<file path="src/rtl/pxa_pkg.sv">
`timescale 1ns/1ps
package pxa_pkg;
    localparam int PIX_W  = 32;
    localparam int LANES  = PIX_W / 8;
    localparam int CW     = 32;
    localparam int HALF_W = CW / 2;
    localparam int EN_W   = 3;

    localparam int EN_STORE = 0;
    localparam int EN_LOAD  = 1;
    localparam int EN_LDINV = 2;

    localparam logic [1:0] SWZ_NONE  = 2'd0;
    localparam logic [1:0] SWZ_REV   = 2'd1;
    localparam logic [1:0] SWZ_UNREV = 2'd2;
    localparam logic [1:0] SWZ_RSV   = 2'd3;

    // Slot control word, MSB first
    typedef struct packed {
        logic [3:0] ext_rsv;
        logic [3:0] fmt_tag;
        logic [7:0] a_thr;
        logic [3:0] mrg_op;
        logic       rd_merge;
        logic       a_src;
        logic [1:0] lane_perm;
        logic [1:0] px_width;
        logic       alpha_wr;
        logic [4:0] flags;
    } attr_ctrl_t;

    typedef enum logic [3:0] {
        MRG_PLAIN = 4'd0,
        MRG_MASK  = 4'd1,
        MRG_XOR   = 4'd2,
        MRG_OR    = 4'd3,
        MRG_ADD   = 4'd4,
        MRG_SUB   = 4'd5,
        MRG_AKEY  = 4'd6
    } merge_op_e;

    typedef enum logic [1:0] {
        ST_IDLE,
        ST_READ,
        ST_MERGE,
        ST_WRITE
    } seq_e;

    function automatic logic [PIX_W-1:0] reverse_lanes(input logic [PIX_W-1:0] d);
        logic [PIX_W-1:0] r;
        for (int i = 0; i < LANES; i++) begin
            r[i*8 +: 8] = d[(LANES-1-i)*8 +: 8];
        end
        return r;
    endfunction

    function automatic logic alpha_pass(input attr_ctrl_t c, input logic [7:0] a);
        return c.flags[3] ? (a == 8'd0) : (a > c.a_thr);
    endfunction

    function automatic logic op_reserved(input logic [3:0] op);
        return op > MRG_AKEY;
    endfunction
endpackage

</file>
<file path="src/rtl/pxa_slot_regs.sv">
`timescale 1ns/1ps
module pxa_slot_regs
    import pxa_pkg::*;
(
    input  logic              clk,
    input  logic              rst,
    input  logic              cfg_wr,
    input  logic [1:0]        cfg_sel,
    input  logic [HALF_W-1:0] cfg_data,
    input  logic              en_wr,
    input  logic [EN_W-1:0]   en_data,
    output logic [CW-1:0]     ctrl_word,
    output logic [CW-1:0]     mask_word,
    output logic [EN_W-1:0]   en_q
);
    // index 0 = control, 1 = mask
    logic [CW-1:0] word_q [2];

    always_ff @(posedge clk) begin
        if (rst) begin
            for (int k = 0; k < 2; k++) begin
                word_q[k] <= '0;
            end
            en_q <= '0;
        end else begin
            for (int k = 0; k < 2; k++) begin
                if (cfg_wr && (cfg_sel[1] == k[0])) begin
                    if (cfg_sel[0]) begin
                        word_q[k][CW-1:HALF_W] <= cfg_data;
                    end else begin
                        word_q[k] <= {{HALF_W{1'b0}}, cfg_data};
                    end
                end
            end
            if (en_wr) begin
                en_q <= en_data;
            end
        end
    end

    assign ctrl_word = word_q[0];
    assign mask_word = word_q[1];
endmodule

</file>
<file path="src/rtl/pxa_xform.sv">
`timescale 1ns/1ps
module pxa_xform
    import pxa_pkg::*;
(
    input  attr_ctrl_t         ctrl,
    input  logic [PIX_W-1:0]   mask,
    input  logic [PIX_W-1:0]   src,
    input  logic [PIX_W-1:0]   old,
    input  logic               attr_on,
    output logic [PIX_W-1:0]   wr_data,
    output logic [LANES-1:0]   wr_be,
    output logic [1:0]         err
);
    logic [PIX_W-1:0] perm;
    logic             unused_fields;

    assign unused_fields = ^{ctrl.ext_rsv, ctrl.fmt_tag, ctrl.a_thr, ctrl.a_src, ctrl.flags};

    always_comb begin
        perm = src;
        if (attr_on && (ctrl.lane_perm == SWZ_REV || ctrl.lane_perm == SWZ_UNREV)) begin
            perm = reverse_lanes(src);
        end

        wr_data = perm;
        if (attr_on && ctrl.rd_merge) begin
            case (ctrl.mrg_op)
                MRG_MASK, MRG_AKEY: wr_data = (old & ~mask) | (perm & mask);
                MRG_XOR:            wr_data = old ^ perm;
                MRG_OR:             wr_data = old | perm;
                MRG_ADD:            wr_data = old + perm;
                MRG_SUB:            wr_data = old - perm;
                default:            wr_data = perm;
            endcase
        end

        wr_be = '1;
        if (attr_on && !ctrl.alpha_wr) begin
            wr_be[LANES-1] = 1'b0;
        end

        err = 2'b00;
        if (attr_on) begin
            err[0] = op_reserved(ctrl.mrg_op) || (ctrl.lane_perm == SWZ_RSV);
            err[1] = (ctrl.px_width != 2'd0);
        end
    end
endmodule

</file>
<file path="src/rtl/pxa_store_attr.sv">
`timescale 1ns/1ps
module pxa_store_attr
    import pxa_pkg::*;
#(
    parameter int AW = 16
) (
    input  logic              clk,
    input  logic              rst,
    input  logic              cfg_wr,
    input  logic [1:0]        cfg_sel,
    input  logic [HALF_W-1:0] cfg_data,
    input  logic              en_wr,
    input  logic [EN_W-1:0]   en_data,
    output logic              ld_attr_en,
    output logic              ld_invert,
    input  logic              st_req,
    input  logic [AW-1:0]     st_addr,
    input  logic [PIX_W-1:0]  st_data,
    output logic              st_busy,
    output logic              st_done,
    output logic [1:0]        st_err,
    output logic              mem_rd_req,
    output logic [AW-1:0]     mem_rd_addr,
    input  logic [PIX_W-1:0]  mem_rd_data,
    output logic              mem_wr_req,
    output logic [AW-1:0]     mem_wr_addr,
    output logic [PIX_W-1:0]  mem_wr_data,
    output logic [LANES-1:0]  mem_wr_be
);
    logic [CW-1:0]    ctrl_word;
    logic [CW-1:0]    mask_word;
    logic [EN_W-1:0]  en_q;
    attr_ctrl_t       live_ctrl;
    logic             live_pass;
    logic             accept;

    seq_e             state_q;
    logic [AW-1:0]    addr_q;
    logic [PIX_W-1:0] data_q;
    logic [PIX_W-1:0] mask_q;
    attr_ctrl_t       ctrl_q;
    logic             on_q;
    logic             pass_q;
    logic [1:0]       xf_err;

    pxa_slot_regs u_regs (
        .clk       (clk),
        .rst       (rst),
        .cfg_wr    (cfg_wr),
        .cfg_sel   (cfg_sel),
        .cfg_data  (cfg_data),
        .en_wr     (en_wr),
        .en_data   (en_data),
        .ctrl_word (ctrl_word),
        .mask_word (mask_word),
        .en_q      (en_q)
    );

    assign live_ctrl = attr_ctrl_t'(ctrl_word);
    assign live_pass = !en_q[EN_STORE] || alpha_pass(live_ctrl, st_data[PIX_W-1 -: 8]);
    assign accept    = st_req && (state_q == ST_IDLE);

    always_ff @(posedge clk) begin
        if (rst) begin
            state_q <= ST_IDLE;
            addr_q  <= '0;
            data_q  <= '0;
            mask_q  <= '0;
            ctrl_q  <= '0;
            on_q    <= 1'b0;
            pass_q  <= 1'b0;
        end else begin
            case (state_q)
                ST_IDLE: begin
                    if (accept) begin
                        addr_q  <= st_addr;
                        data_q  <= st_data;
                        mask_q  <= mask_word;
                        ctrl_q  <= live_ctrl;
                        on_q    <= en_q[EN_STORE];
                        pass_q  <= live_pass;
                        state_q <= (en_q[EN_STORE] && live_ctrl.rd_merge && live_pass)
                                   ? ST_READ : ST_WRITE;
                    end
                end
                ST_READ:  state_q <= ST_MERGE;
                default:  state_q <= ST_IDLE;
            endcase
        end
    end

    pxa_xform u_xform (
        .ctrl    (ctrl_q),
        .mask    (mask_q),
        .src     (data_q),
        .old     (mem_rd_data),
        .attr_on (on_q),
        .wr_data (mem_wr_data),
        .wr_be   (mem_wr_be),
        .err     (xf_err)
    );

    assign ld_attr_en  = en_q[EN_LOAD];
    assign ld_invert   = en_q[EN_LDINV];
    assign st_busy     = (state_q != ST_IDLE);
    assign st_done     = (state_q == ST_MERGE) || (state_q == ST_WRITE);
    assign st_err      = st_done ? xf_err : 2'b00;
    assign mem_rd_req  = (state_q == ST_READ);
    assign mem_rd_addr = addr_q;
    assign mem_wr_req  = st_done && pass_q;
    assign mem_wr_addr = addr_q;
endmodule

</file>
<file path="config.mk">
export PLATFORM = sky130hd
export DESIGN_NAME = pxa_store_attr
export DESIGN_NICKNAME = d
export VERILOG_FILES = /design/src/rtl/pxa_pkg.sv /design/src/rtl/pxa_slot_regs.sv /design/src/rtl/pxa_xform.sv /design/src/rtl/pxa_store_attr.sv
export SDC_FILE = /design/constraint.sdc
export NUM_CORES = 1
export LEC_CHECK = 0
export CORE_AREA = 3 3 151 153
export CTS_BUF_LIST = sky130_fd_sc_hd__clkbuf_8 sky130_fd_sc_hd__clkbuf_16
export CTS_CLUSTER_DIAMETER = 200
export DETAILED_ROUTE_END_ITERATION = 6
export DIE_AREA = 0 0 154 156
export PLACE_DENSITY = 0.82
export SLEW_MARGIN = 20
export SYNTH_ARGS = -nofsm -noshare
export SYNTH_HDL_FRONTEND = slang
export SYNTH_HIERARCHICAL = 1
export SYNTH_SLANG_ARGS = --single-unit
</file>
<file path="constraint.sdc">
create_clock -name clk -period 6.5 [get_ports clk]
set_input_delay 1.625 -clock clk [delete_from_list [all_inputs] [get_ports clk]]
set_output_delay 1.625 -clock clk [all_outputs]
set_load 0.02 [all_outputs]
</file>
[Word level (Yosys, flattened, before mapping)]
Memories as Yosys holds them, arrays and structs flattened. A register that Yosys moved wholly into a read port is not among the register bits.
Index checks and enable logic that the tools add are counted.
Storage, ports and cells
  flip-flop bits (word level): 65
  RAM bits: 64
  bits of input ports: 106
  output and inout bits: 76
  memories kept: 1
Memories
  u_regs.word_q: words 2, bits a word 32, rd ports 2, clocked after memory_dff 1, wr ports 2, line pxa_slot_regs.sv:17  | logic [CW-1:0] word_q [2];
Operators by class
  $add $sub $neg: 2
  $lt $le $gt $ge: 2
  eq/ne operators: 13
  mux-type cells: 32
  bitwise gates (word level): 13
  reduce and logical (&&, ||, !) cells: 21
Operator list (count)
  32-bit case mux with 5 select lines: 1
  16-bit 2-to-1 mux: 6
  32-bit bitwise AND: 2
  32-bit 2-to-1 mux: 2
  32-bit bitwise OR: 2
  32-bit adder: 1
  32-bit inverter: 1
  32-bit subtractor: 1
  32-bit XOR: 1
  1-bit 2-to-1 mux: 18
  4-bit by 3-bit == test with 1-bit output (second input constant): 3
  1-bit logical AND: 9
  2-bit == test (second input constant): 4
  4-bit by 2-bit == test with 1-bit output (second input constant): 2
  8-bit greater-than comparator: 1
  8-bit logical NOT: 1
  2-bit 2-to-1 mux: 4
  1-bit bitwise OR: 6
  2-bit by 1-bit == test with 1-bit output (second input constant): 2
  4-bit by 1-bit == test with 1-bit output (second input constant): 1
  4-bit by 3-bit greater-than comparator with 1-bit output (second input constant): 1
  1-bit logical OR: 4
  2-bit case mux with 2 select lines: 1
  2-bit nonzero test: 2
  other kinds (6): 7

[Longest topological paths before layout]
Gate-level depths: netlist (run 1).
  depth after elaboration: 8
  depth in mapped cells: 21
  mapped depth without buffers: 17

[Hierarchy]
Netlist (run 1), hierarchy kept.
By module, submodules not included
  pxa_xform: instances 1, cells an instance 733, area each 4872.2 um^2
  pxa_store_attr: instances 1, cells an instance 558, area each 4423.0 um^2
  pxa_slot_regs: instances 1, cells an instance 196, area each 2757.6 um^2

[Least setup slack after synthesis (run 1)]
Ideal clock, no wire load.
  kind: register to output
  from: reg ctrl_q[8] (netlist name)
  to: out mem_wr_data[27]
  data arrival time: 4802 ps
  required time: 4875 ps
  slack: 73 ps
  cell stages (with the launch flop): 20
  path through: dfxtp_1 > ha_1 > buf_6 > and2_1 > clkbuf_1 > clkbuf_1 > buf_2 > nor3_1 > o21ai_0 > o21ai_0 > xnor2_1 > ha_1 > a21oi_1 > nor2_1 > a2111oi_0 > a31oi_1 > nor3b_1 > o21ai_0 > xnor2_1 > o21ai_0
On the way
  word-level cells in the longest chain between the ends: 8
  elaborated cells between the ends (all ways): 13
Ends and longest elaborated chain
  start, declared: line pxa_store_attr.sv:41  | attr_ctrl_t ctrl_q;
  start signal, assigned: line pxa_store_attr.sv:79  | ctrl_q <= live_ctrl;
  2-bit by 1-bit == test with 1-bit output / 2-bit == test (equally long branches): line pxa_xform.sv:21  | if (attr_on && (ctrl.lane_perm == SWZ_REV || ctrl.lane_perm == SWZ_UNREV)) begin
  1-bit logical OR *: line pxa_xform.sv:21
  1-bit logical AND *: line pxa_xform.sv:21
  32-bit 2-to-1 mux *: line pxa_xform.sv:21
  parallel branches: the longest is 3 deep, another holds 32-bit subtractor
  32-bit 2-to-1 mux *: line pxa_xform.sv:26  | if (attr_on && ctrl.rd_merge) begin
  end, declared: line pxa_store_attr.sv:27  | output logic [PIX_W-1:0] mem_wr_data,
Every way passes the cells marked *.

[Final worst setup path (run 1)]
  from: reg ctrl_q[8] (netlist name)
  to: out mem_wr_data[29]
Same word-level chain as after synthesis.

==> flow_results.org, run 1 <==
** Critical path
- Worst setup path category :: reg2out
- Crit-path cells :: ha_4, or4bb_1, a2bb2oi_1, nand3_4, nor4b_4, and3_4, nor2_2, xor2_1, ha_1, a21oi_2, buf_4, o21ai_4, a21oi_2, nor2b_2, nor3_2, o21ai_1, mux2i_1, a221oi_2, buf_4
- Counting cells, the worst reg-to-reg path comes to 5.
- On the critical path, the stage with the largest delay is an instance of or4bb_1.
- Maximum cell stage delay along the critical path :: 0.53 ns
- STA classifies the critical path startpoint as a flop.
- Critical register-to-register path endpoint :: mask_q[14]$_SDFFE_PP0P_
- Biggest fanout along the worst timing path :: 6
- R2R Path Start :: state_q[1]$_SDFFE_PP0P_
- Launch point of the critical path :: ctrl_q[8]$_SDFFE_PP0P_
- Capture point of the critical path :: mem_wr_data[29]
- STA classifies the critical path endpoint as an output port.
- Data on the critical path arrives at its endpoint at 4.81 ns.
- For the worst setup path, the data required time is 4.88 ns.
- Across all register-to-register paths, the minimum setup slack is 4.18 ns.

** STA
- For the pin with the worst max-slew slack, the measured transition is 1.03 ns.
- Largest clock skew in the final design :: 0.00620 ns
- Dividing the final minimum period by the clock period gives 99.0%.
- The worst path in the final design needs a cycle of 6.44 ns, including I/O delays and setup.
- Setup violations remaining at the end of the flow were counted as 0.
- Unrepaired setup endpoints after global routing :: yes
- The number of pins with negative max-slew slack in the final report is 0.
- Hold is met by 0.447 ns.
- Headroom to the max-slew limit :: 30.9%
- Max Freq :: 155 MHz
- The hold violation count in the final report came to 0.

** Finish
- After routing the design area is 0.0140 mm².
- Share of layout cells above drive strength 1 :: 15.4%
- Number of nets in the layout :: 1,746
- At the end of the flow the core is filled with cells to 64.5%.
- The layout has 1,829 filler cells.
- Antenna Cells :: 0
- Area delta synth->final :: 29.0%

** Floorplanning
- Row count :: 54
- Die boundary height :: 156 µm
- Width of the die :: 154 µm
- Core Box Area :: 0.0217 mm²
- 182 I/O pins were placed.
- The die covers 0.0240 mm².
- Starting density of the core :: 50.0%

** Clocking
- Max Buffers Root-to-Sink :: 2
- Number of hold buffers added after cts :: 0
- After clock tree synthesis, the clock-pin slew on the worst setup and hold paths is 0.06 ns.
- The tree built by TritonCTS fans out to 148 sinks.
- Clock tree synthesis selected as its root buffer the cell clkbuf_16.
- The number of clock buffers added by TritonCTS is 17.
- TritonCTS built the clock tree.
- H-Tree Depth :: 4
- Source-to-sink clock delay at the later pin of the worst-skew pair :: 0.43 ns

** Detailed routing
- After detailed routing, the total wire length is 36.6 mm.
- Summing over every cut layer, the via total after detailed routing is 11,200.
- Ratio of routed vias to standard cells :: 6.00
- Drc violations :: 0
- The first detailed-routing pass took 7 iterations.
- Dividing the detail-routed wire length by the instance count gives 19.7 µm.
- First-iteration detailed-routing DRC count :: 1,036
- In this run the remaining antenna-violating nets after routing total 0.

** Placed design
- Weighted congestion at the end of routability-driven global placement :: 1.02
- HPWL Detailed :: 26.5 mm
- The count of buffers added on input and output ports is 178.
- Placed cell area :: 0.0131 mm²

** Run status
- The run finished with clean final reports.

** GRT
- The number of antenna violations at the first check in global routing is 0.
- The first global-routing pass estimated 55.5 mm of wire.
- Remaining global-route overflow :: 0
- Global routing used 28.5% of the available tracks across all layers.
- Number of global-route vias before repair :: 10,600
- Entering global routing, the biggest net connects 96 pins.

** Power
- Across the VDD grid, the largest voltage drop is 0.000184 V.
- Power density cells :: 229 mW/mm²
- Final Total Pwr :: 3.20 mW
- The analysis attributes to cell leakage a power of 5.84 nW.

** Min path
- The worst hold path belongs to the class reg2reg.
- The startpoint identified for the worst hold timing path is u_regs/word_q[1][24]$_SDFFE_PP0P_.

** Flow run
- Max-cap violations in this run came to 0.

** Yosys
- In the synthesized netlist, the number of instances is 1,373.
- A synthesized cell averages 7.90 µm².
- The cell area that synthesis handed to floorplanning was 0.0108 mm².
- Yosys printed 6 warnings.
report_power, final:
| group | internal (mW) | switching, mW | leakage, nW |
|---|---|---|---|
| sequential | 0.998 | 0.0485 | 1.27 |
| combinational | 0.548 | 0.646 | 4.29 |
| clock | 0.587 | 0.372 | 0.283 |
worst min-delay path by stage:
stage          depth (start not counted)  slack, ns                 endpoint
2_1_floorplan                          2       0.43  mask_q[17]$_SDFFE_PP0P_
3_3_place_gp                           2       0.43  mask_q[20]$_SDFFE_PP0P_
3_5_place_dp                           2       0.44  mask_q[22]$_SDFFE_PP0P_
4_1_cts                                2       0.45  mask_q[24]$_SDFFE_PP0P_
5_1_grt                                2       0.47  mask_q[24]$_SDFFE_PP0P_
6_report                               2       0.45  mask_q[24]$_SDFFE_PP0P_
through the flow:
| stage | setup TNS [ns] | std cells | worst slack, ns |
|---|---|---|---|
| finish | 0 | 1860 | 0.0630 |
| global route | -0.415 | 1860 | -0.150 |
| CTS | 0 | 1853 | 0.0169 |
| detailed placement | -1.05 | 1819 | -0.242 |
| global placement | -0.817 | 1819 | -0.193 |
| floorplan | 0 | 1375 | 0.0727 |
cell usage in the layout (no fill, tap or decap), types with 11 or more instances in the layout:
cell type	instances
dfxtp_1	110
xor2_1	24
a211oi_1	14
nor2_1	66
o21ai_0	32
a21bo_2	16
nand4_1	21
a21oi_1	183
edfxtp_1	35
nor3_1	14
clkbuf_16	18
inv_1	60
and2_1	33
and4b_1	11
ha_1	68
o22ai_1	12
mux2i_1	39
clkdlybuf4s50_1	153
buf_4	117
nand2_1	253
a21o_1	11
xnor2_1	25
state kept, by name, indices dropped and copies added, names as in the netlist:
register       flops
u_regs/word_q     51
data_q            32
mask_q            32
mem_rd_addr       16
ctrl_q            10
u_regs/en_q        3
state_q            2
on_q               1
pass_q             1
repair_timing:
action,in CTS,in global routing
buffers inserted,3,7
gates resized for setup,45,92
cloned,0,0
setup endpoints to repair,23,24
hold endpoints to repair,0,0
pin swaps,6,27
metal layers:
layer | routed length [µm] | vias to the layer above | part of all wire (%) | track usage (%)
li1 | - | 5253 | - | -
met1 | 14500 | 5268 | 40 | 36.5
met2 | 18100 | 543 | 49 | 49.3
met3 | 2820 | 98 | 7.7 | 3.72
met4 | 1170 | 0 | 3.2 | 10.5
met5 | 0 | - | 0 | 0
area by class of cell:
class                      count  area, µm²  area share [%]
sequential                   148       3320            23.7
timing repair buffer         294       2640            18.8
inverter                      57        214            1.53
tap                          280        350            2.50
multi-input combinational   1050       6900            49.3
clock inverter                12        114           0.814
clock buffer                  19        464            3.32
critical path, delay by kind of cell (launching register included):
kind / cells / cell delay, ns
XOR/XNOR: 1 / 0.13
AND/OR/NAND/NOR: 7 / 1.67
multiplexers: 1 / 0.15
buffers and inverters: 2 / 0.34
AO/OA/AOI/OAI: 6 / 1.08
flip-flops: 1 / 0.33
adder cells (fa/ha/maj): 2 / 0.69
Power figures use the tool's default switching activity.
==> run 2: changes to the inputs <==
--- a/config.mk
+++ b/config.mk
@@ -5,13 +5,13 @@
 export SDC_FILE = /design/constraint.sdc
 export NUM_CORES = 1
 export LEC_CHECK = 0
-export CORE_AREA = 3 3 151 153
+export CORE_AREA = 8 8 156 158
 export CTS_BUF_LIST = sky130_fd_sc_hd__clkbuf_8 sky130_fd_sc_hd__clkbuf_16
 export CTS_CLUSTER_DIAMETER = 200
 export DETAILED_ROUTE_END_ITERATION = 6
-export DIE_AREA = 0 0 154 156
+export DIE_AREA = 0 0 164 166
 export PLACE_DENSITY = 0.82
-export SLEW_MARGIN = 20
+export SKIP_LAST_GASP = 1
 export SYNTH_ARGS = -nofsm -noshare
 export SYNTH_HDL_FRONTEND = slang
 export SYNTH_HIERARCHICAL = 1
==> run 2 against run 1 <==
Setup slack worse by 0.060 ns. Critical path depth is 3 higher. First-iteration DRC count fell by 11%. Highest routed layer unchanged.
==> flow_results.org, run 2 (synthesized netlist as in run 1, its figures left out) <==
** STA
- The worst-case clock skew is 0.00756 ns (+0.00135 ns).
- Final setup slack of the worst path :: 0.00341 ns (-0.0596 ns)
- Unrepaired setup endpoints after global routing :: yes
- The clock period minus worst slack was 6.50 ns (+0.0596 ns).
- The hold violation count in the final report came to 0 (unchanged).
- Final slew viol count :: 0 (unchanged)
- Max Freq :: 154 MHz (-0.92%)
- Final setup vio count :: 0 (unchanged)
- The worst max-slew margin expressed relative to the limit is 30.7% (-0.19 points).
- Portion of the clock cycle consumed by the worst path in the final layout :: 99.9% (+0.92 points)
- Measured slew at the worst slew-check pin :: 1.04 ns (+0.00495 ns)

** Power
- The maximum vdd ir drop came to 0.000191 V (+4.3%).
- Leakage power of the design :: 5.80 nW (-0.62%)
- Net switching power :: 1.09 mW (+2.0%)
- The combinational share of power came to 36.6% (-0.7 points).
- Sequential group share of total power :: 32.4% (-0.3 points)
- The power density over the cells was 230 mW/mm² (+0.49%).
- The proportion of total power due to net switching came to 33.7% (+0.38 points).
- The clock share of power came to 31.0% (+1.0 points).
- The cell-internal power is 2.14 mW (+0.33%).

** Finish
- Commonest cells after routing, fill and taps aside :: nand2_1, a21oi_1, clkdlybuf4s50_1, dfxtp_1, buf_4
- The fraction of layout instances using a drive strength above 1 was 15.1% (-0.27 points).
- The register with the most flip-flops in the final layout is u_regs/word_q.
- The core occupancy in the finished layout came to 63.6% (-0.91 points).
- The number of inserted filler cells in the final layout came to 1,827 (-0.11%).
- The number of antenna diodes is 0 (unchanged).
- Area delta synth->final :: 29.6%
- The layout net count came to 1,740 (-0.34%).
- Most common library cell in the layout ignoring fill and taps :: nand2_1
- Area of combinational cells with multiple inputs :: 0.00693 mm² (+0.40%)
- Non-filler cells in the finished layout :: 1,860 (unchanged)
- The area taken by flip-flops and latches is 0.00332 mm² (about the same).
- Number of flip-flops under the largest register name :: 51 (unchanged)
- The largest registers in the layout are u_regs/word_q: 51 flops, data_q: 32 flops, mask_q: 32 flops.

** Clocking
- Clock tree from TritonCTS :: yes
- Clock root cell :: clkbuf_16
- Number of CTS-inserted buffers :: 17 (unchanged)
- Clock slew at the register clock pins of the worst setup and hold paths :: 0.07 ns (about the same)
- H-Tree Depth :: 4 (unchanged)
- The clock latency on the worst-skew pair came to 0.43 ns (about the same).
- Sinks on the clock net :: 148 (unchanged)
- Max Buffers Root-to-Sink :: 2 (unchanged)
- The quantity of hold-fixing buffers added after cts is 0 (unchanged).

** Min path
- The tightest min-delay check is of the reg2reg type.

** Floorplanning
- Width of the die :: 164 µm (+6.5%)
- The area of the die is 0.0272 mm² (+13%).
- The count of pins on the block boundary is 182 (unchanged).
- The core area was 0.0221 mm² (+1.9%).
- Die boundary height :: 166 µm (+6.4%)
- The initial core utilization came to 49.1% (-0.91 points).
- Row count :: 55 (+1.9%)

** Detailed routing
- The remaining design rule violation count is 0 (unchanged).
- The DRC violation total after the first TritonRoute iteration came to 922 (-11%).
- Ratio of routed vias to standard cells :: 5.95 (-0.80%)
- The detailed-route wire length came to 37.4 mm (+2.2%).
- Vias after detailed routing :: 11,100 (-0.80%)
- The average routed wire per standard cell came to 20.1 µm (+2.2%).
- Length of the first detailed-routing pass in iterations :: 5 (-2)
- The remaining antenna violation count after routing came to 0 (unchanged).

** Placed design
- Post-placement cell count :: 1,819 (unchanged)
- The global placer's final weighted congestion came to 0.952 (-6.6%).
- The count of port buffers added during placement is 178 (unchanged).
- The post-placement setup slack is -0.227 ns (+0.0141 ns).
- The post-DP HPWL was 27.9 mm (+5.0%).

** Critical path
- Data required time at the worst endpoint :: 4.88 ns (about the same)
- The worst setup path is launched from a flop.
- Traced cell by cell, the critical path runs through ha_4, clkbuf_16, buf_6, nand4bb_1, a222oi_1, buf_4, nand3_4, nor4b_4, buf_4, a21oi_1, xor2_1, ha_1, nand2_2, nor3_2, o21ai_1, a31oi_2, buf_4, nor3_2, o21ai_1, mux2i_1, a221oi_2, buf_4.
- Maximum cell stage delay along the critical path :: 0.41 ns (-0.12 ns)
- The buffers plus inverters on the worst setup path is 6 (+4).
- Critical Path End Type :: output port
- The slowest stage of the critical path is the a222oi_1 cell.
- Biggest fanout along the worst timing path :: 6 (unchanged)
- The data arrival time of the critical path is 4.87 ns (+0.06 ns).
- Kind of cell adding the most delay to the critical path :: compound AO/OA/AOI/OAI gates
- Cell repeated most along the worst path :: buf_4
- The worst setup path is of the reg2out kind.

** GRT
- The number of antenna violations at the first check in global routing came to 0 (unchanged).
- Global-route wire length before repair :: 57.0 mm (+2.8%)
- The maximum number of pins on one net before global-route repair was 95 (-1.0%).
- The number of global-route vias before repair is 10,800 (+2.2%).
- The remaining global-route overflow is 0 (unchanged).
- The all-layer global routing usage was 26.3% (-2.2 points).

** Flow run
- The max-capacitance violation count is 0 (unchanged).

** Run status
- Run status :: finished, final reports clean
## run 2: changes by cell type in the layout (fill, tap and decap cells not counted), moves of 3 or more
| cell | before | now |
|---|---|---|
| inv_6 | 0 | 3 |
| buf_4 | 117 | 110 |
| clkdlybuf4s15_1 | 0 | 3 |
| dlygate4sd2_1 | 3 | 7 |
| clkinv_1 | 3 | 0 |
| clkbuf_2 | 8 | 2 |
| dlymetal6s2s_1 | 7 | 4 |
| inv_1 | 60 | 56 |
## run 2: power by group through the flow
stage	clock [mW]	sequential (mW)	combinational [mW]
2_1_floorplan	0	1.05	0.684
3_3_place_gp	0	1.06	1.07
3_5_place_dp	0	1.06	1.08
4_1_cts	1.01	1.04	1.10
5_1_grt	1.05	1.05	1.27
6_report	1.00	1.05	1.18
## run 2: final timing paths
path / start / depth (start not counted) / to / slack [ns]
worst max-delay path: ctrl_q[9]$_SDFFE_PP0P_ / 22 / mem_wr_data[29] / 0.003
worst max register to register: state_q[1]$_SDFFE_PP0P_ / 5 / mask_q[14]$_SDFFE_PP0P_ / 4.15
worst min-delay path: u_regs/word_q[1][17]$_SDFFE_PP0P_ / 2 / mask_q[17]$_SDFFE_PP0P_ / 0.45
worst min register to register: u_regs/word_q[1][17]$_SDFFE_PP0P_ / 2 / mask_q[17]$_SDFFE_PP0P_ / 0.45
## run 2: metal layers
layer | vias up | track usage (%) | wire length, µm
met5 | - | 0 | 0
met1 | 5238 | 32.0 | 15000
met3 | 101 | 3.72 | 2380
li1 | 5242 | - | -
met4 | 0 | 12.1 | 1480
met2 | 492 | 44.8 | 18500
## run 2: stage by stage
stage          hold slack, ns  power [mW]  setup TNS, ns  instance area (µm²)
3_5_place_dp            0.442        2.15          -1.55                13100
5_1_grt                 0.464        3.37         -0.362                14100
6_report                0.453        3.23              0                14100
2_1_floorplan           0.426        1.74              0                10900
4_1_cts                 0.451        3.15        -0.0539                13700
3_3_place_gp            0.434        2.13          -1.50                13100
## run 2: worst reg2reg max path, stage by stage (launching register included)
cell     delay, ns
dfxtp_1       0.37
nor2_2        0.21
and2_2        0.87
buf_4         0.48
nand2_1       0.14
a21oi_1       0.18
## run 2: timing repair
item                                    CTS  global route
endpoints found under the setup margin   21            23
resized for setup                        43            81
pin swaps                                 3            35
setup buffers                             1             8
gates cloned                              0             1
## run 2: layout make-up
| class | instances | area share [%] |
|---|---|---|
| repair buffers | 288 | 18.7 |
| well taps | 285 | 2.54 |
| multi-input cells | 1050 | 49.3 |
| clock inverters | 15 | 1.29 |
| clock buffers | 17 | 3.03 |
| inverters | 57 | 1.52 |
| flip-flops and latches | 148 | 23.6 |
